===== config.mk =====
export PLATFORM = sky130hd
export DESIGN_NAME = exc_entry_unit
export DESIGN_NICKNAME = d
export VERILOG_FILES = /design/src/rtl/exc_entry_pkg.sv /design/src/rtl/exc_vec_classify.sv /design/src/rtl/exc_target_gen.sv /design/src/rtl/exc_sr_force.sv /design/src/rtl/exc_shadow_reg.sv /design/src/rtl/exc_entry_unit.sv
export SDC_FILE = /design/constraint.sdc
export NUM_CORES = 1
export LEC_CHECK = 0
export ABC_AREA = 0
export CORE_AREA = 4 4 120 122
export CTS_CLUSTER_DIAMETER = 120
export CTS_CLUSTER_SIZE = 12
export DETAILED_ROUTE_END_ITERATION = 8
export DIE_AREA = 0 0 124 126
export DONT_BUFFER_PORTS = 1
export MAX_ROUTING_LAYER = met4
export PLACE_DENSITY = 0.67
export SKIP_CTS_REPAIR_TIMING = 1
export SLEW_MARGIN = 15
export SYNTH_ARGS = -nofsm -noshare
export SYNTH_HDL_FRONTEND = slang
export SYNTH_SLANG_ARGS = --single-unit

===== constraint.sdc =====
create_clock -name clk -period 1.31 [get_ports clk]
set_input_delay 0.131 -clock clk [delete_from_list [all_inputs] [get_ports clk]]
set_output_delay 0.131 -clock clk [all_outputs]
set_load 0.05 [all_outputs]

===== src/rtl/exc_entry_pkg.sv =====
package exc_entry_pkg;

  typedef enum logic [1:0] {
    VK_GENERAL = 2'd0,
    VK_TLB     = 2'd1,
    VK_FIXED   = 2'd2
  } vec_kind_e;

endpackage


===== src/rtl/exc_vec_classify.sv =====
module exc_vec_classify
  import exc_entry_pkg::*;
#(
  parameter int CODE_W = 12,
  parameter int N_TLB  = 3,
  parameter logic [N_TLB*CODE_W-1:0] TLB_CODES = {12'h080, 12'h060, 12'h040},
  parameter logic [CODE_W-1:0] FIXED_CODE = 12'h140
) (
  input  logic [CODE_W-1:0] code_i,
  output vec_kind_e         kind_o
);

  logic [N_TLB-1:0] tlb_hit;

  generate
    for (genvar gi = 0; gi < N_TLB; gi++) begin : g_tlb_match
      assign tlb_hit[gi] = (code_i == TLB_CODES[gi*CODE_W +: CODE_W]);
    end
  endgenerate

  always_comb begin
    if (code_i == FIXED_CODE) begin
      kind_o = VK_FIXED;
    end else if (|tlb_hit) begin
      kind_o = VK_TLB;
    end else begin
      kind_o = VK_GENERAL;
    end
  end

endmodule


===== src/rtl/exc_target_gen.sv =====
module exc_target_gen
  import exc_entry_pkg::*;
#(
  parameter int XLEN = 32,
  parameter logic [XLEN-1:0] TLB_OFS   = 32'h0000_0400,
  parameter logic [XLEN-1:0] GEN_OFS   = 32'h0000_0100,
  parameter logic [XLEN-1:0] FIXED_TGT = 32'hA000_0000
) (
  input  vec_kind_e       kind_i,
  input  logic [XLEN-1:0] vbr_i,
  output logic [XLEN-1:0] target_o
);

  logic [XLEN-1:0] ofs;

  always_comb begin
    ofs = (kind_i == VK_TLB) ? TLB_OFS : GEN_OFS;
    if (kind_i == VK_FIXED) begin
      target_o = FIXED_TGT;
    end else begin
      target_o = vbr_i + ofs;
    end
  end

endmodule


===== src/rtl/exc_sr_force.sv =====
module exc_sr_force #(
  parameter int XLEN   = 32,
  parameter int MD_POS = 30,
  parameter int RB_POS = 29,
  parameter int BL_POS = 28
) (
  input  logic [XLEN-1:0] sr_i,
  output logic [XLEN-1:0] sr_o
);

  localparam logic [XLEN-1:0] FORCE_MASK =
    (XLEN'(1) << MD_POS) | (XLEN'(1) << RB_POS) | (XLEN'(1) << BL_POS);

  assign sr_o = sr_i | FORCE_MASK;

endmodule


===== src/rtl/exc_shadow_reg.sv =====
module exc_shadow_reg #(
  parameter int W = 32
) (
  input  logic         clk,
  input  logic         rst_n,
  input  logic         en_i,
  input  logic [W-1:0] d_i,
  output logic [W-1:0] q_o
);

  logic [W-1:0] q_nxt;

  always_comb begin
    q_nxt = q_o;
    if (en_i) begin
      q_nxt = d_i;
    end
  end

  always_ff @(posedge clk or negedge rst_n) begin
    if (!rst_n) begin
      q_o <= '0;
    end else begin
      q_o <= q_nxt;
    end
  end

endmodule


===== src/rtl/exc_entry_unit.sv =====
module exc_entry_unit
  import exc_entry_pkg::*;
#(
  parameter int XLEN   = 32,
  parameter int CODE_W = 12,
  parameter int EVT_W  = 11,
  parameter int MD_POS = 30,
  parameter int RB_POS = 29,
  parameter int BL_POS = 28,
  parameter logic [XLEN-1:0] TLB_OFS   = 32'h0000_0400,
  parameter logic [XLEN-1:0] GEN_OFS   = 32'h0000_0100,
  parameter logic [XLEN-1:0] FIXED_TGT = 32'hA000_0000,
  parameter logic [CODE_W-1:0] FIXED_CODE = 12'h140
) (
  input  logic              clk,
  input  logic              rst_n,
  input  logic              raise_i,
  input  logic [CODE_W-1:0] code_i,
  input  logic [XLEN-1:0]   sr_i,
  input  logic [XLEN-1:0]   pc_i,
  input  logic [XLEN-1:0]   vbr_i,
  input  logic [XLEN-1:0]   r15_i,
  output logic [XLEN-1:0]   sr_o,
  output logic [XLEN-1:0]   pc_o,
  output logic [XLEN-1:0]   ssr_o,
  output logic [XLEN-1:0]   spc_o,
  output logic [XLEN-1:0]   sgr_o,
  output logic [EVT_W-1:0]  evt_o,
  output logic              taken_o
);

  localparam int N_TLB = 3;
  localparam logic [N_TLB*CODE_W-1:0] TLB_CODES =
    {CODE_W'(12'h080), CODE_W'(12'h060), CODE_W'(12'h040)};

  vec_kind_e         kind;
  logic [XLEN-1:0]   target;
  logic [XLEN-1:0]   sr_forced;
  logic [EVT_W-1:0]  evt_d;
  logic              taken_nxt;

  exc_vec_classify #(
    .CODE_W(CODE_W), .N_TLB(N_TLB), .TLB_CODES(TLB_CODES), .FIXED_CODE(FIXED_CODE)
  ) u_classify (
    .code_i(code_i), .kind_o(kind)
  );

  exc_target_gen #(
    .XLEN(XLEN), .TLB_OFS(TLB_OFS), .GEN_OFS(GEN_OFS), .FIXED_TGT(FIXED_TGT)
  ) u_target (
    .kind_i(kind), .vbr_i(vbr_i), .target_o(target)
  );

  exc_sr_force #(
    .XLEN(XLEN), .MD_POS(MD_POS), .RB_POS(RB_POS), .BL_POS(BL_POS)
  ) u_force (
    .sr_i(sr_i), .sr_o(sr_forced)
  );

  assign evt_d = code_i[EVT_W-1:0];

  exc_shadow_reg #(.W(XLEN)) u_ssr (
    .clk(clk), .rst_n(rst_n), .en_i(raise_i), .d_i(sr_i), .q_o(ssr_o));
  exc_shadow_reg #(.W(XLEN)) u_spc (
    .clk(clk), .rst_n(rst_n), .en_i(raise_i), .d_i(pc_i), .q_o(spc_o));
  exc_shadow_reg #(.W(XLEN)) u_sgr (
    .clk(clk), .rst_n(rst_n), .en_i(raise_i), .d_i(r15_i), .q_o(sgr_o));
  exc_shadow_reg #(.W(XLEN)) u_sr (
    .clk(clk), .rst_n(rst_n), .en_i(raise_i), .d_i(sr_forced), .q_o(sr_o));
  exc_shadow_reg #(.W(XLEN)) u_pc (
    .clk(clk), .rst_n(rst_n), .en_i(raise_i), .d_i(target), .q_o(pc_o));
  exc_shadow_reg #(.W(EVT_W)) u_evt (
    .clk(clk), .rst_n(rst_n), .en_i(raise_i), .d_i(evt_d), .q_o(evt_o));

  assign taken_nxt = raise_i;

  always_ff @(posedge clk or negedge rst_n) begin
    if (!rst_n) begin
      taken_o <= 1'b0;
    end else begin
      taken_o <= taken_nxt;
    end
  end

  AST_SHADOW_CAPTURE: assert property (@(posedge clk) disable iff (!rst_n)
    raise_i |=> (ssr_o == $past(sr_i)) && (spc_o == $past(pc_i)) && (sgr_o == $past(r15_i)));
  AST_MODE_BITS_SET: assert property (@(posedge clk) disable iff (!rst_n)
    raise_i |=> sr_o[MD_POS] && sr_o[RB_POS] && sr_o[BL_POS]);
  AST_EVT_TRIMMED: assert property (@(posedge clk) disable iff (!rst_n)
    raise_i |=> evt_o == $past(code_i[EVT_W-1:0]));
  AST_FIXED_TARGET: assert property (@(posedge clk) disable iff (!rst_n)
    (raise_i && code_i == FIXED_CODE) |=> pc_o == FIXED_TGT);
  AST_IDLE_HOLDS: assert property (@(posedge clk) disable iff (!rst_n)
    !raise_i |=> $stable(sr_o) && $stable(pc_o) && $stable(ssr_o)
                 && $stable(spc_o) && $stable(sgr_o) && $stable(evt_o));
  AST_TAKEN_FOLLOWS: assert property (@(posedge clk) disable iff (!rst_n)
    raise_i |=> taken_o);

endmodule


Yosys cells after proc, flatten, opt, wreduce, memory -nomap -nowiden
Cells that the tools add are included.
W data, S select, Z words.
{"block": "word_totals", "ff_bits": 172, "latchBits": 0, "ram_bits": 0, "mem_bits_ro": 0, "in_bits": 143, "out_inout_bits": 172, "elab_cells": 19, "n_memories": 0}
{"block": "classes", "addsub": 1, "multipliers": 0, "n_div": 0, "magnitude_cmp": 0, "n_eq_ne": 6, "n_shift": 0, "n_mux": 4, "n_bitwise": 0, "n_reduce_logical": 1}
{"operator": "$add A32 B32 Y32", "n": 1}
{"operator": "$mux W32", "n": 1}
{"operator": "$eq A12 B7 Y1 const B", "n": 2}
{"operator": "$eq A12 B8 Y1 const B", "n": 1}
{"operator": "$eq A12 B9 Y1 const B", "n": 1}
{"operator": "$mux W11", "n": 1}
{"operator": "$reduce_or A3 Y1", "n": 1}
{"operator": "$eq A2 B1 Y1 const B", "n": 1}
{"operator": "$eq A2 B2 Y1 const B", "n": 1}
{"operator": "$mux W2", "n": 1}
{"operator": "$mux W1", "n": 1}

Longest topological paths before layout
Gate-level depths: netlist of run 1.
{"block": "logic_depth", "word_depth": 8, "ltp_mapped": 11, "ltp_nobuf": 10}

Cells and area by module
From an unflattened synthesis of run 1, not the netlist that was laid out.
{"block": "unflattened", "hier_cells": 512, "area_unflattened_um2": 8174.1}
{"mod": "exc_shadow_reg at u_pc ...", "n_inst": 5, "cells_each": 68, "area_each_um2": 1345.0, "seq_area_each_um2": 800.8}
{"mod": "exc_target_gen", "n_inst": 1, "cells_each": 108, "area_each_um2": 664.4, "seq_area_each_um2": 0.0}
{"mod": "exc_shadow_reg at u_evt", "n_inst": 1, "cells_each": 23, "area_each_um2": 447.9, "seq_area_each_um2": 275.3}
{"mod": "exc_sr_force", "n_inst": 1, "cells_each": 33, "area_each_um2": 244.0, "seq_area_each_um2": 0.0}
{"mod": "exc_vec_classify", "n_inst": 1, "cells_each": 7, "area_each_um2": 67.6, "seq_area_each_um2": 0.0}
{"mod": "exc_entry_unit", "n_inst": 1, "cells_each": 1, "area_each_um2": 25.0, "seq_area_each_um2": 25.0}

Worst setup path after synthesis of run 1
No wires, ideal clock.
{"block": "synth_path", "path_type": "input to register", "from": "in code_i[4]", "to": "reg u_pc.q_o[25]", "setup_time_ns": 0.126, "t_arrival_ns": 2.508, "t_required_ns": 1.184, "path_slack_ns": -1.324, "path_stages": 9, "path_buffers": 1, "path_cell_list": "or4_4 > or2_1 > nor3_1 > ha_1 > a31oi_2 > or3_1 > buf_2 > o311a_1 > a221o_1"}
{"block": "synth_between", "elab_chain_len": 8, "elab_cells_between_ends": 12, "classes_between": "add/sub (1); eq/ne (6); mux (4); reduce/logical (1)"}
{"element": "start, declared", "line": "exc_entry_unit.sv:18", "text": "input logic [CODE_W-1:0] code_i,"}
{"element": "$eq A12 B7 Y1 or $eq A12 B8 Y1 (tied branches)", "line": "exc_vec_classify.sv:17", "text": "assign tlb_hit[gi] = (code_i == TLB_CODES[gi*CODE_W +: CODE_W]);"}
{"element": "$reduce_or A3 Y1", "line": "exc_vec_classify.sv:24", "text": "end else if (|tlb_hit) begin"}
{"element": "$mux W1", "line": "exc_vec_classify.sv:24"}
{"element": "$mux W2 (*)", "line": "exc_vec_classify.sv:22", "text": "if (code_i == FIXED_CODE) begin"}
{"element": "$eq A2 B1 Y1", "line": "exc_target_gen.sv:17", "text": "ofs = (kind_i == VK_TLB) ? TLB_OFS : GEN_OFS;"}
{"element": "$mux W11", "line": "exc_target_gen.sv:17"}
{"element": "$add A32 B32 Y32", "line": "exc_target_gen.sv:21", "text": "target_o = vbr_i + ofs;"}
{"element": "$mux W32 (*)", "line": "exc_target_gen.sv:18", "text": "if (kind_i == VK_FIXED) begin"}
{"element": "end signal, assigned", "line": "exc_shadow_reg.sv:24", "text": "q_o <= q_nxt;"}
{"element": "end, declared", "line": "exc_shadow_reg.sv:8", "text": "output logic [W-1:0] q_o"}
Every way passes the cells marked *; elsewhere a longest branch is shown, timed or not.
A chain may end at the register's enable or synchronous reset.

Worst setup path after layout of run 1
{"block": "layout_path", "from": "in code_i[2]", "to": "reg u_pc.q_o[20]"}
Same word-level chain as after synthesis.

==> results of run 1 <==
per-layer routing:
metal | global-route usage | vias to the layer above | wire length [µm]
met1 | 0.2113 | 2321 | 6848
met5 | - | - | 0
met4 | 0.1024 | 0 | 733
met3 | 0.07758 | 69 | 1695
met2 | 0.3258 | 299 | 9555
li1 | - | 2083 | -
sequential cells by signal, summed over array words and instances (netlist names):
| signal | flops |
|---|---|
| taken_o | 1 |
| u_sr.q_o | 1 |
| u_sgr.q_o | 32 |
| u_ssr.q_o | 32 |
| u_spc.q_o | 32 |
| u_evt.q_o | 11 |
| u_pc.q_o | 32 |
cell families (layout without fill, tap and decap cells):
| family | count (synthesis) | after routing |
|---|---|---|
| and+or+nand+nor | 51 | 51 |
| adders and majority gates | 3 | 3 |
| muxes | 107 | 107 |
| xor gates and xnor gates | 11 | 11 |
| DFF | 141 | 141 |
| AOI/OAI and AO/OA | 48 | 49 |
| buffers and inverters | 60 | 351 |
stage by stage:
stage | TNS [ns] | setup slack, ns | hold slack [ns] | cell area, µm²
finish | -17.18 | -0.9139 | -0.5836 | 9335
global route | -18.06 | -0.9570 | -0.6167 | 9335
CTS | -18.63 | -1.019 | -0.6022 | 7809
detailed placement | -32.79 | -1.461 | -0.1603 | 7252
global placement | -31.91 | -1.409 | -0.1606 | 7252
floorplan | -27.73 | -1.324 | -0.1646 | 6026
cell type report:
class	instances	area share
flip-flops and latches	141	0.3780
repair buffers	315	0.2953
multi-input cells	221	0.2411
clock buffers	20	0.04999
well taps	176	0.02359
clock inverters	10	0.009650
inverters	6	0.002413
worst reg2reg max path, delay by kind of cell, from the launching register on:
kind / cells / cell delay [ns]
mux: 1 / 0.26
buf+inv: 1 / 0.56
flops: 1 / 0.38
report_power, final:
group / switching [mW] / internal [mW] / total [mW]
Clock: 1.75 / 2.74 / 4.49
Combinational: 2.44 / 1.34 / 3.78
Sequential: 0.292 / 4.79 / 5.08
Total: 4.48 / 8.86 / 13.3
cell usage in the layout (no fill, tap or decap), types with 6 or more instances in the layout:
| master | Yosys | final |
|---|---|---|
| mux2_2 | 106 | 106 |
| buf_4 | 31 | 172 |
| a22o_1 | 20 | 20 |
| dfrtp_1 | 141 | 141 |
| a221o_1 | 8 | 8 |
| dlygate4sd3_1 | 0 | 137 |
| nand2_1 | 6 | 6 |
| clkbuf_16 | 0 | 17 |
| o21a_1 | 6 | 6 |
| xor2_1 | 7 | 7 |
final timing paths:
check                              start            end  cells after the start
max                            code_i[2]   u_pc.q_o[20]                      9
max in group asynchronous          rst_n  u_spc.q_o[29]                      0
min in group clk                 raise_i        taken_o                      0
min                                rst_n   u_sgr.q_o[8]                      0
min reg2reg                u_spc.q_o[14]  u_spc.q_o[14]                      1
max reg2reg                u_sgr.q_o[16]  u_sgr.q_o[16]                      2
==> results.yml, run 1 <==
worst_setup_path:
  cp.arrival_ns: 2.56
  end_kind: "flop"
  cp_slowest_cell: "or4b_4"
  worstPathRequired_ns: 1.65
  r2r_slack_ns: -0.01
  worst-path-buf-inv: 1
  path_class: "in2reg"
  cp_top_family: "simple AND/OR/NAND/NOR gates"
  max_stage_delay_ns: 0.54
  start_kind: "input port"
  crit_chain: "or4_4, or2_4, nor3_4, ha_4, a21oi_4, or4b_4, buf_4, nor4_1, a221o_1"
  crit_fanout: 4
logic_synthesis:
  yosysWarnings: 0
  synth-seq-cells: 141
  synth.most_common_cell: "dfrtp_1"
  synth_compound_area_frac: 0.07141
  synthSimpleGateAreaFrac: 0.05680
  postSynth.asyncResetShare: 1.000
  synth_ff_type: "dfrtp_1"
  yosys-top-cells-area: "dfrtp_1 (59%), mux2_2 (20%), buf_4 (3.9%)"
  synth_top_family_by_area: "multiplexers"
  yosysUniqueCellTypes: 47
  synth.area.mux_share: 0.2011
  yosys-top-cells-count: "dfrtp_1 (141), mux2_2 (106), buf_4 (31)"
  syn_inst: 421
  synth_xor_area_frac: 0.01608
  avgSynthCellArea_um2: 14.23
  synth_area_um2: 5992
  synth_nets: 567
  synth-adder-area-share: 0.006264
  synth_top_area_frac: 0.5888
  yosysTopAreaCell: "dfrtp_1"
  synth_edf_count: 0
  synth-seq-area-share: 0.5888
finish:
  fin_cells: 889
  layout.nets: 848
  seq_area_um2: 3528
  multi_input_area_um2: 2251
  fillers: 832
  drive_above_1_share: 0.4811
  fin_util: 0.7077
  syn_to_final_growth_pct: 55.79
  antennaDiodeCount: 0
die:
  ioPinCount: 315
  die_h_um: 126
  start_util: 0.4543
  row_count: 42
  core_um2: 13190
  die_x_um: 124
  dieArea_um2: 15620
min_path:
  hp-class: "in2async"
drt:
  wl_mm: 18.83
  vias: 4772
  via_per_inst: 5.368
  drt_iter0_drc: 303
  drtAntennaViolNets: 0
  drt_first_pass_iters: 5
  route.detailed.wl_per_inst_um: 21.18
  drcViolationCount: 0
timing:
  period_minus_slack_ns: 2.224
  hold-worst-slack_ns: -0.5836
  relSlewSlack: 0.6511
  rsz0062_at_grt: "yes"
  finalClockSkew_ns: 0
  clock.fmax_mhz: 449.7
  drv_slew: 0
  finalWorstSetupSlack_ns: -0.9139
  fin_crit_sh: 1.698
  finalHoldViolations: 184
  setup_violations: 25
  worst_slew_pin_slew_ns: 0.5225
power:
  cellLeakagePower_nw: 4.140
  max-vdd-ir-drop_uv: 864.2
  finalPower_mw: 13.34
  power_density_nw_per_um2: 1430
cts:
  cts_tree: "yes"
  path_clk_slew_ns: 0.06
  numCtsBuffers: 17
  cts.sinks: 141
  htreeDepth: 4
  insertion_delay_ns: 0.41
  cts_buffer_depth: 2
  root_buffer: "clkbuf_16"
job:
  cap_violations: 0
global_route:
  groute.usage.overall: 0.2009
  grt-ovfl-total: 0
  grt_pass1_vias: 4459
  grt_max_degree: 142
  grt_pass1_wl_mm: 23.57
  antenna_found_initial: 0
place:
  dp_hpwl_mm: 11.51
  dp_cells: 719
  port_buffers: 0
  globalplace.congestion: 0.8797
run_status:
  outcome: "complete, but fails checks"
  violations: "negative hold slack, negative setup slack"
(Power assumes the default switching activity.)
==> inputs of run 2 (changes only) <==
--- a/config.mk
+++ b/config.mk
@@ -5,15 +5,15 @@
 export SDC_FILE = /design/constraint.sdc
 export NUM_CORES = 1
 export LEC_CHECK = 0
-export ABC_AREA = 0
-export CORE_AREA = 4 4 120 122
+export ABC_AREA = 1
+export CORE_AREA = 4 4 119 121
 export CTS_CLUSTER_DIAMETER = 120
 export CTS_CLUSTER_SIZE = 12
 export DETAILED_ROUTE_END_ITERATION = 8
-export DIE_AREA = 0 0 124 126
+export DIE_AREA = 0 0 123 125
 export DONT_BUFFER_PORTS = 1
 export MAX_ROUTING_LAYER = met4
-export PLACE_DENSITY = 0.67
+export PLACE_DENSITY = 0.7
 export SKIP_CTS_REPAIR_TIMING = 1
 export SLEW_MARGIN = 15
 export SYNTH_ARGS = -nofsm -noshare
==> run 2 against run 1 <==
Effect of this change: highest routed layer unchanged; die area shrank 1.6%; register-to-register slack improved by 0.34 ns; synthesized cell count rose by 81%; the run still ends with negative hold slack, negative setup slack left; sequential power rose by 13%; power decreased by 4.8%; first-iteration DRC count increased by 48%; largest power group unchanged; largest cell class unchanged.
==> results.yml, run 2 <==
logic_synthesis:
  yosysUniqueCellTypes: 31
  synth.most_common_cell: "nand2_1"
  synth_area_um2: 6253
  yosysWarnings: 0
  synth-seq-area-share: 0.5642
  synth-seq-cells: 141
  synth_nets: 909
  syn_inst: 763
  avgSynthCellArea_um2: 8.196
  yosysTopAreaCell: "dfrtp_1"
  yosys-top-cells-area: "dfrtp_1 (56%), nand2_1 (26%), buf_4 (3.8%)"
  synth_top_area_frac: 0.5642
  yosys-top-cells-count: "nand2_1 (436), dfrtp_1 (141), buf_4 (32)"
  postSynth.asyncResetShare: 1.000
  synth_ff_type: "dfrtp_1"
  synth_edf_count: 0
drt:
  met2_length_mm: 11.76
  vias: 6310
  via_per_inst: 5.263
  drtAntennaViolNets: 0
  wl_met3_mm: 2.198
  drcViolationCount: 0
  route.detailed.wl_per_inst_um: 18.94
  met1Wirelength_mm: 7.652
  wl_mm: 22.71
  dr.max_layer_used: "met4"
  drt_iter0_drc: 448
  drt_first_pass_iters: 5
worst_setup_path:
  r2r_start: "u_sgr.q_o[6]"
  cp.arrival_ns: 1.80
  crit_fanout: 3
  rr_worst_depth: 2
  start_kind: "input port"
  end_kind: "flop"
  worstPathRequired_ns: 1.60
  path_class: "in2reg"
  startpoint: "code_i[11]"
power:
  finalPower_mw: 12.70
  combPwrFrac: 0.213
  clkPwrFrac: 0.335
  power_density_nw_per_um2: 1331
  cellLeakagePower_nw: 4.817
  switching_share: 0.3520
  p_int_mw: 8.230
  max-vdd-ir-drop_uv: 704.3
  p_switching_mw: 4.471
  power_frac_seq: 0.452
cts:
  path_clk_slew_ns: 0.05
  htreeDepth: 4
  cts.sinks: 141
  cts_buffer_depth: 2
  cts_tree: "yes"
  root_buffer: "clkbuf_16"
  insertion_delay_ns: 0.40
  numCtsBuffers: 17
timing:
  drv_slew: 0
  finalClockSkew_ns: 0
  rsz0062_at_grt: "yes"
  finalWorstSetupSlack_ns: -0.1969
  clock.fmax_mhz: 663.6
  setup_violations: 20
  hold-worst-slack_ns: -0.5770
  worst_slew_pin_slew_ns: 0.5331
  finalHoldViolations: 144
  relSlewSlack: 0.6446
  period_minus_slack_ns: 1.507
  fin_crit_sh: 1.150
min_path:
  hp-class: "in2async"
global_route:
  groute.usage.overall: 0.2228
  grt_pass1_vias: 4886
  grt-ovfl-total: 0
  antenna_found_initial: 1
  grt_pass1_wl_mm: 25.83
  grt_max_degree: 142
finish:
  drive_above_1_share: 0.1849
  fillers: 836
  fin_util: 0.7293
  final_common_cell: "nand2_1"
  layout.nets: 1157
  mostFrequentLayoutCells: "nand2_1 (426), dlygate4sd3_1 (188), dfrtp_1 (141)"
  syn_to_final_growth_pct: 52.60
  fin_cells: 1199
place:
  pre_cts_slack_ns: -0.6087
  globalplace.congestion: 0.8454
  dp_hpwl_mm: 12.34
  port_buffers: 0
  dp_cells: 977
die:
  ioPinCount: 315
  dieArea_um2: 15380
  start_util: 0.4779
  die_h_um: 125
  row_count: 42
  die_x_um: 123
  core_um2: 13090
run_status:
  outcome: "complete, but fails checks"
  violations: "negative hold slack, negative setup slack"
job:
  cap_violations: 0
run 2: cell types whose count changed after synthesis, moves of 7 or more:
cell / previous run / this run
nand3_1: 4 / 20
nand2_1: 6 / 436
inv_1: 5 / 23
a221o_1: 8 / 0
o21ai_1: 0 / 11
nor4_1: 10 / 1
mux2_2: 106 / 0
nor2_4: 0 / 7
a22o_1: 20 / 0
nor2_1: 3 / 22
run 2: stage by stage:
step                      TNS (ns)  instance area, µm²
after floorplan             -7.357                6286
after global placement      -10.20                6922
after detailed placement    -11.33                6922
after CTS                   -2.115                7442
after global routing        -3.340                9543
final                       -1.578                9543
run 2: worst max-delay path, cell delays in order:
cell and delay [ns]:
or2_4 0.25, nor4_4 0.29, nand2_2 0.12, ha_4 0.19, ha_4 0.16, nand2_4 0.07, nand2_4 0.07, nand3_4 0.11
inv_4 0.05, or2_1 0.21, nand3_1 0.08, nand2_1 0.05
run 2: power groups by stage:
stage          registers (mW)  clock network (mW)  logic (mW)
2_1_floorplan            6.41                   0       0.961
3_3_place_gp             5.77                   0        2.05
3_5_place_dp             5.79                   0        2.10
4_1_cts                  5.71                4.34        2.10
5_1_grt                  5.77                4.56        2.85
6_report                 5.74                4.26        2.70
run 2: cell type report:
class	instances	area, µm²	share of cell area
clock buffer	24	481.7	0.05048
sequential	141	3528	0.3697
inverter	26	107.6	0.01128
antenna	1	2.502	0.0002622
timing repair buffer	290	2709	0.2839
tap	176	220.2	0.02308
clock inverter	6	38.79	0.004065
multi-input combinational	535	2455	0.2572
run 2: cells by family after synthesis:
family / synth area share
AO/OA/AOI/OAI: 0.01861
XOR/XNOR: 0.004202
adder cells (fa/ha/maj): 0.006003
buffers and inverters: 0.07443
flip-flops: 0.5642
AND/OR/NAND/NOR: 0.3325
run 2: final timing paths:
kind / slack, ns / end
setup / recovery: -0.20 / u_pc.q_o[14]
hold / removal: -0.58 / u_ssr.q_o[14]
setup reg to reg: 0.33 / u_sgr.q_o[6]
hold reg to reg: 0.47 / u_evt.q_o[6]
max in group asynchronous: 1.67 / u_evt.q_o[5]
min in group clk: -0.04 / u_pc.q_o[8]
run 2: per-layer routing:
layer,GRT usage,vias up
met5,-,-
met4,0.07818,0
met3,0.08582,101
met2,0.3725,416
met1,0.2407,3001
li1,-,2792
==> inputs of run 3 (changes only) <==
--- a/config.mk
+++ b/config.mk
@@ -14,6 +14,8 @@
 export DONT_BUFFER_PORTS = 1
 export MAX_ROUTING_LAYER = met4
 export PLACE_DENSITY = 0.7
+export RECOVER_POWER = 50
+export SETUP_SLACK_MARGIN = 0.2
 export SKIP_CTS_REPAIR_TIMING = 1
 export SLEW_MARGIN = 15
 export SYNTH_ARGS = -nofsm -noshare
==> run 3 against run 2 <==
Effect of this change: the run still ends with negative hold slack, negative setup slack left; final cell count grew 2.7%; sequential share of layout area decreased by 1.9 points; hold slack lost 0.0080 ns; largest cell class unchanged; largest power group unchanged.
==> results.yml, run 3 (synthesized netlist as in run 2, its figures left out) <==
run_status:
  outcome: "complete, but fails checks"
  violations: "negative hold slack, negative setup slack"
drt:
  wl_met3_mm: 2.633
  drcViolationCount: 0
  vias: 6664
  met1Wirelength_mm: 8.110
  met2_length_mm: 12.82
  wl_mm: 25.20
  drtAntennaViolNets: 0
  drt_first_pass_iters: 7
  via_per_inst: 5.413
  route.detailed.wl_per_inst_um: 20.47
  drt_iter0_drc: 599
  dr.max_layer_used: "met4"
finish:
  layout.nets: 1190
  drive_above_1_share: 0.2445
  mostFrequentLayoutCells: "nand2_1 (426), dlygate4sd3_1 (195), dfrtp_1 (96)"
  final_common_cell: "nand2_1"
  syn_to_final_growth_pct: 63.27
  antennaDiodeCount: 0
timing:
  setup_violations: 23
  setup-tns-final_ns: -2.600
  fin_crit_sh: 1.178
  clock.fmax_mhz: 647.9
  finalHoldViolations: 145
  finalClockSkew_ns: 0
  hold-worst-slack_ns: -0.5850
  relSlewSlack: 0.5666
  worst_slew_pin_slew_ns: 0.6501
  drv_slew: 0
  period_minus_slack_ns: 1.543
  rsz0062_at_grt: "yes"
  finalWorstSetupSlack_ns: -0.2335
place:
  pre_cts_slack_ns: -0.6087
  dp_hpwl_mm: 12.34
  port_buffers: 0
  globalplace.congestion: 0.8454
die:
  core_um2: 13090
  dieArea_um2: 15380
  die_h_um: 125
  row_count: 42
  ioPinCount: 315
  start_util: 0.4779
  die_x_um: 123
worst_setup_path:
  path_class: "in2reg"
  start_kind: "input port"
  crit_fanout: 3
  cp.arrival_ns: 1.84
  end_kind: "flop"
  rr_worst_depth: 3
  worstPathRequired_ns: 1.61
power:
  p_int_mw: 8.526
  power_density_nw_per_um2: 1289
  cellLeakagePower_nw: 5.017
  combPwrFrac: 0.232
  power_frac_seq: 0.444
  p_switching_mw: 4.634
  clkPwrFrac: 0.325
  switching_share: 0.3521
  max-vdd-ir-drop_uv: 817.8
global_route:
  grt_pass1_wl_mm: 25.83
  grt_max_degree: 142
  grt_pass1_vias: 4886
  grt-ovfl-total: 0
  antenna_found_initial: 0
  groute.usage.overall: 0.2228
cts:
  htreeDepth: 4
  root_buffer: "clkbuf_16"
  path_clk_slew_ns: 0.06
  cts.sinks: 141
  cts_tree: "yes"
  numCtsBuffers: 17
  insertion_delay_ns: 0.41
  cts_buffer_depth: 2
min_path:
  hp-class: "in2async"
job:
  cap_violations: 0
run 3: changes by cell type in the layout (fill, tap and decap cells not counted), moves of 7 or more:
cell / previous run / this run
buf_12: 3 / 14
buf_4: 97 / 30
buf_6: 1 / 69
clkbuf_2: 0 / 7
clkbuf_4: 0 / 7
dfrtp_1: 141 / 96
dfrtp_2: 0 / 45
dlygate4sd3_1: 188 / 195
run 3: layer usage:
metal / track usage / vias to the layer above
met2: 0.3725 / 510
li1: - / 2854
met4: 0.07818 / 0
met3: 0.08582 / 155
met5: - / -
met1: 0.2407 / 3145
run 3: area by class of cell:
cell class,instances,area (µm²)
Inverter,26,107.6
Clock buffer,24,481.7
Sequential cell,141,3585
Fill cell,739,2875
Clock inverter,6,38.79
Timing Repair Buffer,323,3326
Tap cell,176,220.2
Multi-Input combinational cell,535,2451
run 3: final timing paths:
kind	end	start	slack [ns]
max	u_pc.q_o[14]	code_i[11]	-0.23
min	taken_o	rst_n	-0.58
max reg2reg	u_ssr.q_o[27]	u_ssr.q_o[27]	0.08
min reg2reg	u_evt.q_o[6]	u_evt.q_o[6]	0.49
max in group asynchronous	u_pc.q_o[5]	rst_n	1.56
min in group clk	u_pc.q_o[24]	vbr_i[24]	-0.05
run 3: per-stage QoR:
| stage | total power, mW | utilization | area, µm² | std cells |
|---|---|---|---|---|
| 3_3_place_gp | 7.824 | 0.5290 | 6922 | 977 |
| 4_1_cts | 12.15 | 0.5688 | 7442 | 1007 |
| 3_5_place_dp | 7.884 | 0.5290 | 6922 | 977 |
| 2_1_floorplan | 7.370 | - | 6286 | 763 |
| 6_report | 13.16 | 0.7803 | 10210 | 1231 |
| 5_1_grt | 13.62 | 0.7803 | 10210 | 1231 |
run 3: power groups by stage:
stage	clock network [mW]	logic (mW)	registers, mW
floorplan	0	0.961	6.41
global placement	0	2.05	5.77
detailed placement	0	2.10	5.79
CTS	4.34	2.10	5.71
global route	4.56	3.20	5.86
finish	4.27	3.05	5.84
run 3: worst max-delay path: stages:
cell	delay, ns
or2_4	0.25
nor4_4	0.30
nand2_2	0.15
ha_4	0.21
ha_4	0.16
nand2_4	0.07
nand2_4	0.07
nand3_4	0.11
inv_4	0.05
or2_1	0.21
nand3_1	0.08
nand2_1	0.05
